$ cat config.mk
export PLATFORM = sky130hd
export DESIGN_NAME = far_lane_status
export DESIGN_NICKNAME = d
export VERILOG_FILES = /design/src/rtl/fls_pkg.sv /design/src/rtl/fls_addr_dec.sv /design/src/rtl/fls_lane_reg.sv /design/src/rtl/far_lane_status.sv
export SDC_FILE = /design/constraint.sdc
export NUM_CORES = 1
export LEC_CHECK = 0
export CAP_MARGIN = 20
export CORE_MARGIN = 5
export CORE_UTILIZATION = 45
export DETAILED_ROUTE_END_ITERATION = 16
export GPL_ROUTABILITY_DRIVEN = 1
export GPL_TIMING_DRIVEN = 0
export PLACE_DENSITY = 0.78
export SYNTH_ARGS = -nofsm -noshare
export SYNTH_HDL_FRONTEND = slang
export SYNTH_HIERARCHICAL = 1
export SYNTH_SLANG_ARGS = --single-unit
$ cat constraint.sdc
create_clock -name clk -period 2.3 [get_ports clk]
set_clock_uncertainty 0.15 [all_clocks]
set_input_delay 0.46 -clock clk [delete_from_list [all_inputs] [get_ports clk]]
set_output_delay 0.46 -clock clk [all_outputs]
set_load 0.05 [all_outputs]
$ cat src/rtl/fls_pkg.sv
package fls_pkg;
    localparam int WORD_W  = 32;
    localparam int WIDTH_W = 3;
    localparam int LNUM_W  = 4;
    localparam int TAP_W   = 2;

    typedef enum logic {
        LS_STALE   = 1'b0,
        LS_CURRENT = 1'b1
    } lane_state_e;

    typedef struct packed {
        logic               impl;
        logic               trained;
        logic [WIDTH_W-1:0] width;
        logic [LNUM_W-1:0]  lnum;
        logic [TAP_W-1:0]   tap;
    } cs_fields_t;
endpackage

$ cat src/rtl/fls_addr_dec.sv
module fls_addr_dec #(
    parameter int NUM_LANES = 4,
    parameter int ADDR_W    = 12,
    parameter int BASE      = 'h214,
    parameter int STRIDE    = 'h20
) (
    input  logic [ADDR_W-1:0]    addr,
    output logic [NUM_LANES-1:0] sel
);
    for (genvar g = 0; g < NUM_LANES; g++) begin : g_dec
        localparam logic [ADDR_W-1:0] LANE_ADDR = ADDR_W'(BASE + STRIDE * g);
        assign sel[g] = (addr == LANE_ADDR);
    end
endmodule

$ cat src/rtl/fls_lane_reg.sv
module fls_lane_reg
    import fls_pkg::*;
(
    input  logic              clk,
    input  logic              rst_n,
    input  logic              lane_sync,
    input  logic              cs_good,
    input  logic              cs_bad,
    input  cs_fields_t        cs_in,
    input  logic              rd_hit,
    input  logic              wr_hit,
    input  logic              wr_seen_clr,
    output logic [WORD_W-1:0] word
);
    lane_state_e state_q, state_d;
    cs_fields_t  fields_q;
    logic        seen_q, chg_q;
    logic        take, rx_any, clr_req, seen_d;
    logic        diff;

    assign take    = cs_good && lane_sync && !cs_bad;
    assign rx_any  = cs_good || cs_bad;
    assign clr_req = wr_hit && wr_seen_clr;
    assign seen_d  = rx_any ? 1'b1 : (clr_req ? 1'b0 : seen_q);

    // next-state logic of the currency machine
    always_comb begin
        state_d = state_q;
        unique case (state_q)
            LS_STALE:   if (take) state_d = LS_CURRENT;
            LS_CURRENT: if (cs_bad || !lane_sync) state_d = LS_STALE;
            default:    state_d = LS_STALE;
        endcase
    end

    // state register
    always_ff @(posedge clk) begin
        if (!rst_n) state_q <= LS_STALE;
        else        state_q <= state_d;
    end

    // difference between the next and present images of the other 31 bits
    always_comb begin
        diff = (seen_d != seen_q) || (state_d != state_q);
        if (take && (cs_in != fields_q)) diff = 1'b1;
    end

    always_ff @(posedge clk) begin
        if (!rst_n) begin
            fields_q <= '0;
            seen_q   <= 1'b0;
            chg_q    <= 1'b0;
        end else begin
            seen_q <= seen_d;
            if (take) fields_q <= cs_in;
            if (diff)        chg_q <= 1'b1;
            else if (rd_hit) chg_q <= 1'b0;
        end
    end

    // output image
    always_comb begin
        word        = '0;
        word[31]    = seen_q;
        word[30]    = (state_q == LS_CURRENT);
        word[29]    = chg_q;
        word[28:18] = fields_q;
    end

    AST_SEEN_STICKY: assert property (@(posedge clk) disable iff (!rst_n)
        (word[31] && !clr_req) |=> word[31]);
    AST_STALE_ON_FAULT: assert property (@(posedge clk) disable iff (!rst_n)
        (cs_bad || !lane_sync) |=> !word[30]);
    AST_FIELDS_KEEP: assert property (@(posedge clk) disable iff (!rst_n)
        !(cs_good && lane_sync && !cs_bad) |=> $stable(word[28:18]));
    AST_CHG_KEPT: assert property (@(posedge clk) disable iff (!rst_n)
        (word[29] && !rd_hit) |=> word[29]);
endmodule

$ cat src/rtl/far_lane_status.sv
module far_lane_status
    import fls_pkg::*;
#(
    parameter int NUM_LANES = 4,
    parameter int ADDR_W    = 12,
    parameter int BASE      = 'h214,
    parameter int STRIDE    = 'h20
) (
    input  logic                        clk,
    input  logic                        rst_n,
    input  logic [NUM_LANES-1:0]        lane_sync,
    input  logic [NUM_LANES-1:0]        cs_good,
    input  logic [NUM_LANES-1:0]        cs_bad,
    input  logic [NUM_LANES-1:0]        cs_impl,
    input  logic [NUM_LANES-1:0]        cs_trained,
    input  logic [WIDTH_W*NUM_LANES-1:0] cs_width,
    input  logic [LNUM_W*NUM_LANES-1:0]  cs_lane,
    input  logic [TAP_W*NUM_LANES-1:0]   cs_tap,
    input  logic [ADDR_W-1:0]           reg_addr,
    input  logic                        reg_wr,
    input  logic [WORD_W-1:0]           reg_wdata,
    input  logic                        reg_rd,
    output logic [WORD_W-1:0]           reg_rdata,
    output logic                        reg_rd_valid
);
    logic [NUM_LANES-1:0] sel;
    logic [WORD_W-1:0]    words [NUM_LANES];
    logic [WORD_W-1:0]    acc   [NUM_LANES+1];

    fls_addr_dec #(
        .NUM_LANES(NUM_LANES), .ADDR_W(ADDR_W), .BASE(BASE), .STRIDE(STRIDE)
    ) u_dec (
        .addr (reg_addr),
        .sel  (sel)
    );

    assign acc[0] = '0;

    for (genvar g = 0; g < NUM_LANES; g++) begin : g_lane
        cs_fields_t fin;
        assign fin.impl    = cs_impl[g];
        assign fin.trained = cs_trained[g];
        assign fin.width   = cs_width[g*WIDTH_W +: WIDTH_W];
        assign fin.lnum    = cs_lane[g*LNUM_W +: LNUM_W];
        assign fin.tap     = cs_tap[g*TAP_W +: TAP_W];

        fls_lane_reg u_lane (
            .clk         (clk),
            .rst_n       (rst_n),
            .lane_sync   (lane_sync[g]),
            .cs_good     (cs_good[g]),
            .cs_bad      (cs_bad[g]),
            .cs_in       (fin),
            .rd_hit      (reg_rd && sel[g]),
            .wr_hit      (reg_wr && sel[g]),
            .wr_seen_clr (reg_wdata[31]),
            .word        (words[g])
        );

        assign acc[g+1] = acc[g] | (sel[g] ? words[g] : '0);
    end

    always_ff @(posedge clk) begin
        if (!rst_n) begin
            reg_rdata    <= '0;
            reg_rd_valid <= 1'b0;
        end else begin
            reg_rd_valid <= reg_rd;
            if (reg_rd) reg_rdata <= acc[NUM_LANES];
        end
    end

    AST_SEL_ONEHOT: assert property (@(posedge clk) disable iff (!rst_n)
        $onehot0(sel));
    AST_RD_VALID: assert property (@(posedge clk) disable iff (!rst_n)
        reg_rd |=> reg_rd_valid);
    AST_LOW_ZERO: assert property (@(posedge clk) disable iff (!rst_n)
        reg_rd_valid |-> (reg_rdata[17:0] == '0));
endmodule

==> impl_metrics.tcl <==
set metrics [dict create \
    outcome "complete, but fails checks" \
    violations "negative setup slack" \
    critPathKind "in2reg" \
    setup_viol_count_final 1 \
    initial_core_util 0.455 \
    rows 39 \
    syn_inst 614 \
    vias_per_cell 5.03 \
    fill_cells 981 \
    p_per_area_nw_per_um2 542 \
    grt_pass1_wl_um 23100 \
    ys.warnings.count 6 \
    cp-end-kind "flip-flop" \
    synth.distinct_cells 27 \
    drt_first_iter_violations 291 \
    clockBufferDepth 2 \
    worst_hold_slack_ps 310 \
    arrival_ps 2390 \
    clk_latency_ps 340 \
    first_pass_iters 4 \
    hold_viol 0 \
    grt_pass1_vias 4894 \
    syn_area_um2 5180 \
    rsz0062_at_grt "yes" \
    synth_seq_cells 89 \
    cts.reportedPaths.clkPinSlew_ps 60 \
    ios 137 \
    clock.fmax_ghz 0.432 \
    finalCriticalPeriod_ps 2310 \
    finalMaxSlewViolations 0 \
    drc 0 \
    ys.flop_type "dfxtp_1" \
    fin_ws_ps -14.2 \
    synth_edf_count 0 \
    root_buffer "clkbuf_16" \
    yosysMostFrequentCell "buf_4" \
    worst_pin_slew_ps 1100 \
    synth_top_area_share 0.344 \
    hp-class "in2reg" \
    finalPower_mw 3.89 \
    synthTopCellsByArea "dfxtp_1 (34%), buf_4 (14%), a22oi_1 (9.3%), nand2_1 (7.0%), a21boi_0 (6.4%)" \
    numPortBuffers 104 \
    yosysTopAreaCell "dfxtp_1" \
    n_antenna_cell 0 \
    vdd_ir_drop_max_mv 0.370 \
    p_leak_nw 2.95 \
    ant_nets 0 \
    drive_above_1_share 0.220 \
    slew_headroom 0.264 \
    r2r_slack_ps 740 \
    die_h_um 117 \
    area_growth_pct 38.6 \
    worstPathRequired_ps 2380 \
    multiInputGateArea_um2 2840 \
    synth.avg_cell_area_um2 8.43 \
    place_congestion 0.822 \
    wl_per_cell_um 15.3 \
    vias 4828 \
    drt-total-wl_um 14700 \
    core_area_um2 11400 \
    ys_seq_area_frac 0.344 \
    synth_common_cells "buf_4 (98), nand2_1 (97), dfxtp_1 (89)" \
    htree_num_levels 3 \
    numCtsBuffers 9 \
    period_share 1.01 \
    clock_sinks 89 \
    nets 917 \
    grtUsageTotal 0.216 \
    start_kind "input port" \
    drv_cap 0 \
    gr-total-overflow 0 \
    holdBufCountCts 0 \
    dieArea_um2 13700 \
    grt_start_max_net_pins 27 \
    hpwl_um 11100 \
    grt_antenna_before_repair 0 \
    cts_tree "yes" \
    crit_fanout 3 \
    die_width_um 117 \
    async_flop_share 0 \
    dp_slack_ps -783 \
    register_area_um2 1780 \
]
==> cell usage in the layout, fill, tap and decap left out, types with 4 or more instances in the layout <==
cell type	synthesis	final
nor4_2	8	8
xor2_1	32	32
a21boi_1	4	4
nand4_1	4	4
o21ai_0	36	36
buf_6	0	10
a31oi_1	36	36
buf_2	18	18
xnor2_1	12	12
conb_1	4	72
nor3b_1	4	4
nand2_1	97	97
dfxtp_1	89	89
and2_1	9	7
a22o_1	4	4
nand2b_4	4	4
inv_1	8	6
o31a_1	4	4
nor2_1	12	12
buf_4	98	107
clkbuf_1	6	6
nor4_4	0	4
and4_1	4	4
or2_2	5	5
clkbuf_16	0	9
clkdlybuf4s50_1	0	95
a21boi_0	44	44
a22oi_1	64	64
==> metrics by stage <==
step / TNS (ps) / std cells / util / cell area (µm²)
2_1_floorplan: -290 / 682 / - / 5470
3_3_place_gp: -18300 / 929 / 0.588 / 6690
3_5_place_dp: -20890 / 929 / 0.588 / 6690
4_1_cts: 0 / 959 / 0.628 / 7140
5_1_grt: -86.8 / 960 / 0.631 / 7180
6_report: -14.2 / 960 / 0.631 / 7180
==> layout make-up <==
cell class	instances	share of cell area
buffer	121	0.123
clock buffer	11	0.0352
clock inverter	4	0.00732
inverter	8	0.00418
multi-input combinational	463	0.396
sequential	89	0.248
tap	143	0.0249
timing repair buffer	121	0.161
==> logic make-up (layout without fill, tap and decap cells) <==
| family | after synthesis | after routing | synth area share |
|---|---|---|---|
| xor gates and xnor gates | 44 | 44 | 0.0745 |
| AOI/OAI and AO/OA | 192 | 192 | 0.254 |
| and+or+nand+nor | 155 | 155 | 0.154 |
| buffers and inverters | 130 | 265 | 0.170 |
| other | 4 | 72 | 0.00290 |
| DFF | 89 | 89 | 0.344 |
==> what timing repair did <==
item,in CTS,in global routing
pin swaps,7,6
endpoints found under the setup margin,22,24
gates resized for setup,30,13
setup buffers,15,2
gates cloned,0,0
==> where the power goes <==
part	leakage (nW)	switching (mW)	internal [mW]
combinational	2.07	0.343	0.355
clock	0.152	0.631	0.898
sequential	0.729	0.0528	1.61
total	2.95	1.03	2.86
==> worst paths after layout <==
| kind | startpoint | endpoint | cells past startpoint |
|---|---|---|---|
| worst max-delay path | reg_addr[1] | g_lane[3].u_lane/chg_q$_SDFFE_PN0P_ | 9 |
| worst min-delay path | reg_rd | reg_rdata[16]$_SDFFE_PN0P_ | 2 |
| worst max register to register | g_lane[0].u_lane/word[24]$_SDFFE_PN0P_ | g_lane[0].u_lane/chg_q$_SDFFE_PN0P_ | 4 |
| worst min register to register | g_lane[2].u_lane/word[20]$_SDFFE_PN0P_ | g_lane[2].u_lane/word[20]$_SDFFE_PN0P_ | 2 |
==> worst max-delay path, stage by stage <==
cell	delay, ps
buf_6	90
or4b_4	560
buf_6	150
nor4_4	310
buf_4	190
and2_4	130
inv_2	20
a22o_1	220
o31a_1	270
==> per-layer routing <==
| metal | global-route usage | part of all wire | up-vias |
|---|---|---|---|
| met3 | 0.0308 | 0.056 | 17 |
| met1 | 0.263 | 0.44 | 2272 |
| met5 | 0 | 0 | - |
| met4 | 0.0772 | 0.015 | 0 |
| met2 | 0.386 | 0.49 | 136 |
| li1 | - | - | 2403 |
==> flip-flops by register name, indices dropped and copies added, names as in the netlist <==
signal,cells
g_lane.u_lane/chg_q,4
g_lane.u_lane/seen_q,4
g_lane.u_lane/state_q,4
g_lane.u_lane/word,44
reg_rd_valid,1
reg_rdata,32
Power figures use the tool's default switching activity.
